File: src/rtl/obuf_pkg.sv
package obuf_pkg;
  localparam int unsigned LANES = 4;

  // saturating quarter counter used for priming
  function automatic logic [2:0] quarters_next(input logic [2:0] c);
    return (c == 3'd4) ? 3'd4 : c + 3'd1;
  endfunction

  // lane that takes the newest input; others copy from lane+1 of the view bank
  function automatic bit lane_is_fresh(input int unsigned q);
    return q == LANES - 1;
  endfunction

  // a full window is present once four quarters have been collected
  function automatic bit is_primed(input logic [2:0] c);
    return c == 3'd4;
  endfunction
endpackage

File: src/rtl/obuf_quarter_ram.sv
module obuf_quarter_ram #(
  parameter int W     = 16,
  parameter int DEPTH = 16,
  localparam int AW   = $clog2(DEPTH)
) (
  input  logic          clk,
  input  logic          we,
  input  logic [AW-1:0] waddr,
  input  logic [W-1:0]  wdata,
  input  logic [AW-1:0] raddr_a,
  output logic [W-1:0]  rdata_a,
  input  logic [AW-1:0] raddr_b,
  output logic [W-1:0]  rdata_b
);
  logic [W-1:0] mem [DEPTH];

  always_ff @(posedge clk) begin
    if (we) mem[waddr] <= wdata;
  end

  assign rdata_a = mem[raddr_a];
  assign rdata_b = mem[raddr_b];
endmodule

File: src/rtl/obuf_fill_ctrl.sv
module obuf_fill_ctrl
  import obuf_pkg::*;
#(
  parameter int N  = 64,
  localparam int Q  = N / 4,
  localparam int AW = $clog2(Q)
) (
  input  logic          clk,
  input  logic          rst_n,
  input  logic          in_valid,
  output logic [AW-1:0] wr_addr,
  output logic          fill_sel,
  output logic          primed,
  output logic          win_ready,
  output logic          quarter_done
);
  logic [2:0] quarters;
  logic       last_slot;

  assign last_slot    = (wr_addr == AW'(Q - 1));
  assign quarter_done = in_valid && last_slot;
  assign primed       = is_primed(quarters);

  always_ff @(posedge clk or negedge rst_n) begin
    if (!rst_n) begin
      wr_addr   <= '0;
      fill_sel  <= 1'b0;
      quarters  <= '0;
      win_ready <= 1'b0;
    end else begin
      win_ready <= 1'b0;
      if (in_valid) begin
        if (last_slot) begin
          wr_addr   <= '0;
          fill_sel  <= ~fill_sel;
          quarters  <= quarters_next(quarters);
          win_ready <= (quarters >= 3'd3);
        end else begin
          wr_addr <= wr_addr + 1'b1;
        end
      end
    end
  end

  // a pulse only follows an accepted sample
  p_ready_after_accept_r2: assert property (@(posedge clk) disable iff (!rst_n)
    win_ready |-> $past(in_valid));
  // pulse lasts one cycle
  p_ready_single_r2: assert property (@(posedge clk) disable iff (!rst_n)
    win_ready |=> !win_ready);
  // no pulse before four quarters are held
  p_ready_needs_prime_r3: assert property (@(posedge clk) disable iff (!rst_n)
    win_ready |-> primed);
  // idle cycles leave fill position and bank choice alone
  p_idle_hold_r1: assert property (@(posedge clk) disable iff (!rst_n)
    !in_valid |=> ($stable(wr_addr) && $stable(fill_sel)));
  // banks exchange roles at every quarter boundary
  p_swap_on_wrap_r5: assert property (@(posedge clk) disable iff (!rst_n)
    quarter_done |=> (fill_sel != $past(fill_sel)));
endmodule

File: src/rtl/overlap_pingpong_buf.sv
module overlap_pingpong_buf
  import obuf_pkg::*;
#(
  parameter int N  = 64,
  parameter int W  = 16,
  localparam int Q  = N / 4,
  localparam int AW = $clog2(Q)
) (
  input  logic              clk,
  input  logic              rst_n,
  input  logic              in_valid,
  input  logic [W-1:0]      in_data,
  input  logic [AW-1:0]     rd_addr,
  output logic [4*W-1:0]    rd_data,
  output logic              win_ready
);
  logic [AW-1:0] wr_addr;
  logic          fill_sel;
  logic          primed;
  logic          quarter_done;
  logic [1:0]    bank_we;

  logic [W-1:0] copy_rd [2][LANES];
  logic [W-1:0] view_rd [2][LANES];

  obuf_fill_ctrl #(.N(N)) u_ctrl (
    .clk          (clk),
    .rst_n        (rst_n),
    .in_valid     (in_valid),
    .wr_addr      (wr_addr),
    .fill_sel     (fill_sel),
    .primed       (primed),
    .win_ready    (win_ready),
    .quarter_done (quarter_done)
  );

  assign bank_we[0] = in_valid && (fill_sel == 1'b0);
  assign bank_we[1] = in_valid && (fill_sel == 1'b1);

  for (genvar b = 0; b < 2; b++) begin : g_bank
    for (genvar q = 0; q < LANES; q++) begin : g_lane
      logic [W-1:0] wdata;
      if (lane_is_fresh(q)) begin : g_fresh
        assign wdata = in_data;
      end else begin : g_shift
        assign wdata = copy_rd[1-b][q+1];
      end
      obuf_quarter_ram #(.W(W), .DEPTH(Q)) u_ram (
        .clk     (clk),
        .we      (bank_we[b]),
        .waddr   (wr_addr),
        .wdata   (wdata),
        .raddr_a (wr_addr),
        .rdata_a (copy_rd[b][q]),
        .raddr_b (rd_addr),
        .rdata_b (view_rd[b][q])
      );
    end
  end

  always_comb begin
    rd_data = '0;
    for (int q = 0; q < LANES; q++) begin
      if (primed) rd_data[q*W +: W] = view_rd[~fill_sel][q];
    end
  end

  // only the fill bank is ever written, never both banks at once
  p_bank_we_onehot_r5: assert property (@(posedge clk) disable iff (!rst_n)
    $onehot0(bank_we));
  // writes only occur for accepted samples
  p_write_needs_valid_r1: assert property (@(posedge clk) disable iff (!rst_n)
    (bank_we != 2'b00) |-> in_valid);
endmodule

File: config.mk
export PLATFORM = sky130hd
export DESIGN_NAME = overlap_pingpong_buf
export DESIGN_NICKNAME = d
export VERILOG_FILES = /design/src/rtl/obuf_pkg.sv /design/src/rtl/obuf_quarter_ram.sv /design/src/rtl/obuf_fill_ctrl.sv /design/src/rtl/overlap_pingpong_buf.sv
export SDC_FILE = /design/constraint.sdc
export NUM_CORES = 2
export LEC_CHECK = 0
export BUFFER_PORTS_ARGS = -buffer_cell sky130_fd_sc_hd__buf_2
export CAP_MARGIN = 15
export CORE_MARGIN = 2
export CORE_UTILIZATION = 38
export CTS_CLUSTER_DIAMETER = 60
export DETAILED_ROUTE_END_ITERATION = 16
export GPL_TIMING_DRIVEN = 0
export SYNTH_ARGS = -nofsm -noshare
export SYNTH_HDL_FRONTEND = slang
export SYNTH_SLANG_ARGS = --single-unit
File: constraint.sdc
create_clock -name clk -period 4.8 [get_ports clk]
set_input_delay 0.24 -clock clk [delete_from_list [all_inputs] [get_ports clk]]
set_output_delay 0.24 -clock clk [all_outputs]
set_load 0.05 [all_outputs]
==> summary.md <==
| Metric | Value |
|---|---|
| Status | `complete, no violations` |
| Initial antenna violation count | `25` |
| Max incr delay on CP | `0.59 ns` |
| Crit-path cells | `clkbuf_1, nand3_2, nor2_1, clkbuf_2, a21oi_1, a31oi_1, buf_2` |
| Crit path DAT | `4.46 ns` |
| CTS Sinks | `2057` |
| Core Box Area | `235200 um^2` |
| Hold Violations, Final | `0` |
| Reg2Reg Depth | `10` |
| Root Driver | `clkbuf_16` |
| Number of enable flip-flop cells after synthesis | `2048` |
| Synth async-reset ratio | `0.4375%` |
| RSZ-0062 raised after global routing | `false` |
| # DRC | `0` |
| Area leader, netlist | `edfxtp_1` |
| Hold crit path type | `in -> reg` |
| Worst skew pair latency | `0.87 ns` |
| Placed insts | `7301` |
| Final ANT Viol Nets | `0` |
| Gr usage total | `27.46%` |
| Syn Nets | `3933` |
| Crit end category | `output port` |
| VDD IR max | `0.3723 mV` |
| Total global routing overflow | `0` |
| Fin crit period | `4.695 ns` |
| # Max-Cap Violations | `0` |
| Clk_skew | `0.03774 ns` |
| Slowest CP cell | `clkbuf_1` |
| Worst-path clk slew | `0.06 ns` |
| Largest fanout on the critical path | `10` |
| H-tree depth | `4` |
| Vias post-DR | `51310` |
| Netlist Area Pre-Place | `89800 um^2` |
| Synth Flop Type | `edfxtp_1` |
| Hold Path Stages | `2` |
| Most common cell in the netlist | `edfxtp_1` |
| CTS tree | `built` |
| Share of cells above drive strength 1 | `38.42%` |
| First-pass DRT Iterations | `8` |
| Cell count after synthesis | `3903` |
| Max-slew headroom | `8.826%` |
| Largest net degree at the start of global routing | `33` |
| Yosys warns | `0` |
| Wire per inst | `43.42 um` |
| Synth cell types | `45` |
| Die area | `240200 um^2` |
| Cts bufs inserted | `205` |
| Worst R2R Start | `u_ctrl.wr_addr[1]` |
| First-pass GRT wire length | `443200 um` |
| I/O Pins | `88` |
| Die X | `490.1 um` |
| Synth cell count leaders | `edfxtp_1 (2048), mux4_2 (972), mux2i_1 (219)` |
| Vias in the first global route | `49714` |
| Post-route insts no fill | `7696` |
| Number of DRC markers in iteration 0 | `9035` |
| Core Rows | `178` |
| Final period utilization | `97.82%` |
| Hold slack | `0.4612 ns` |
| Pins Over Slew Limit | `0` |
| Setup Viol. Count Final | `0` |
| Worst Path Required | `4.56 ns` |
| Fmax achieved | `0.2130 GHz` |
| Synth top area share | `68.48%` |
| Final Routed Wirelength | `334200 um` |
| Nets@finish | `4410` |
| Startpoint type of the worst setup path | `register` |
| Initial Util | `38.18%` |
| Die Ht | `490.1 um` |
| Area contributors post-synth | `edfxtp_1 (68%), mux4_2 (24%), mux2i_1 (2.4%)` |
| Mapped Avg Cell Area | `23.01 um^2` |
| P_leak | `32.55 nW` |
| GPL Wtd Cong | `0.9138` |
| Post-DP HPWL | `232500 um` |
| Setup Total Neg Slack | `0 ns` |
| Pwr Total | `58.94 mW` |
| FILL cells | `19738` |
| Area Growth Syn to Fin | `16.24%` |
| Hold path startpoint | `in_data[6]` |
| Postcts setup bufs | `0` |
| Clk buf depth | `3` |
| Worst setup path category | `reg -> out` |
| Worst slew pin tran | `1.368 ns` |
| Seq cells post-synth | `2057` |
| Via-per-instance ratio | `6.667` |
| Power Density | `564.7 nW/um^2` |
| Sequential-to-total area share from yosys stat | `68.73%` |
| Critical path launch point | `u_ctrl.fill_sel` |
| IO buf count | `85` |
[placed cells by master, fill, tap and decap left out, types with 34 or more instances in the layout]
cell type	netlist	final
clkbuf_1	112	142
buf_2	112	202
o22a_1	42	42
clkbuf_16	0	209
o221ai_1	48	48
edfxtp_1	2048	2048
buf_16	0	36
buf_12	0	96
mux4_2	972	972
mux2_2	34	34
mux2i_1	219	219
clkinv_1	0	41
[cell type report]
| type | count | area (um^2) | share of cell area, % |
|---|---|---|---|
| diodes | 9 | 22.52 | 0.02158 |
| clock buffers | 271 | 5533 | 5.300 |
| well taps | 3150 | 3941 | 3.776 |
| multi-input cells | 1554 | 26960 | 25.83 |
| repair buffers | 273 | 4055 | 3.885 |
| plain buffers | 282 | 1383 | 1.325 |
| clock inverters | 93 | 740.7 | 0.7096 |
| flip-flops and latches | 2057 | 61720 | 59.13 |
| inverters | 7 | 26.28 | 0.02517 |
[power breakdown]
part,leakage (nW),total (mW),switching (mW),internal [mW]
registers,18.6,24.9,0.338,24.5
clock network,3.05,15.5,7.03,8.46
logic,10.9,18.6,13.4,5.21
total,32.5,58.9,20.7,38.2
[worst paths after layout]
path / to / slack (ns)
hold reg to reg: u_ctrl.quarters[0] / 0.59
min in group asynchronous: u_ctrl.win_ready / 0.51
hold / removal: g_bank[1].g_lane[3].u_ram.mem[12][6] / 0.46
setup / recovery: rd_data[1] / 0.10
setup reg to reg: g_bank[0].g_lane[0].u_ram.mem[8][6] / 0.52
max in group asynchronous: u_ctrl.quarters[2] / 3.80
[sequential cells by signal (all words and copies together) (netlist names)]
name	count
u_ctrl.fill_sel	1
u_ctrl.quarters	3
u_ctrl.wr_addr	4
u_ctrl.win_ready	1
g_bank.g_lane.u_ram.mem	2048
[critical path, delay by kind of cell, from the launching register on]
| family | cells | cell delay [ns] |
|---|---|---|
| compound gates | 2 | 0.70 |
| buf+inv | 3 | 1.48 |
| flops | 1 | 0.46 |
| simple gates | 2 | 0.93 |
[stage by stage]
step / utilization (%) / instance area (um^2) / setup WS (ns)
6_report: 44.38 / 104400 / 0.1047
5_1_grt: 44.38 / 104400 / 0.06754
4_1_cts: 44.34 / 104300 / 0.07266
3_5_place_dp: 41.59 / 97810 / 0.4639
3_3_place_gp: 40.04 / 94170 / -6.272
2_1_floorplan: - / 89800 / 0.2621
[timing repair]
action	4_1_cts	5_1_grt
hold buffers	19	0
endpoints found under the hold margin	525	0
gates resized for setup	7	5
cloned	0	0
endpoints found under the setup margin	30	5
pin swaps	0	0
[metal layers]
layer | global-route usage (%) | wire [um] | share of wire, %
met5 | 0.6548 | 334 | 0.10
met4 | 13.36 | 19600 | 5.9
met3 | 9.379 | 47680 | 14
met2 | 40.55 | 147800 | 44
met1 | 36.38 | 118700 | 36
[kinds of logic (layout without fill, tap and decap cells)]
kind of cell	count (synthesis)	after routing	share of synthesized area, %
AO/OA/AOI/OAI	181	181	1.598
XOR/XNOR	1	1	0.009755
adder cells (fa/ha/maj)	7	7	0.09753
buffers and inverters	292	926	1.544
flip-flops	2057	2057	68.73
multiplexers	1225	1225	27.24
other	0	9	0
AND/OR/NAND/NOR	140	140	0.7719
(Power assumes the default switching activity.)
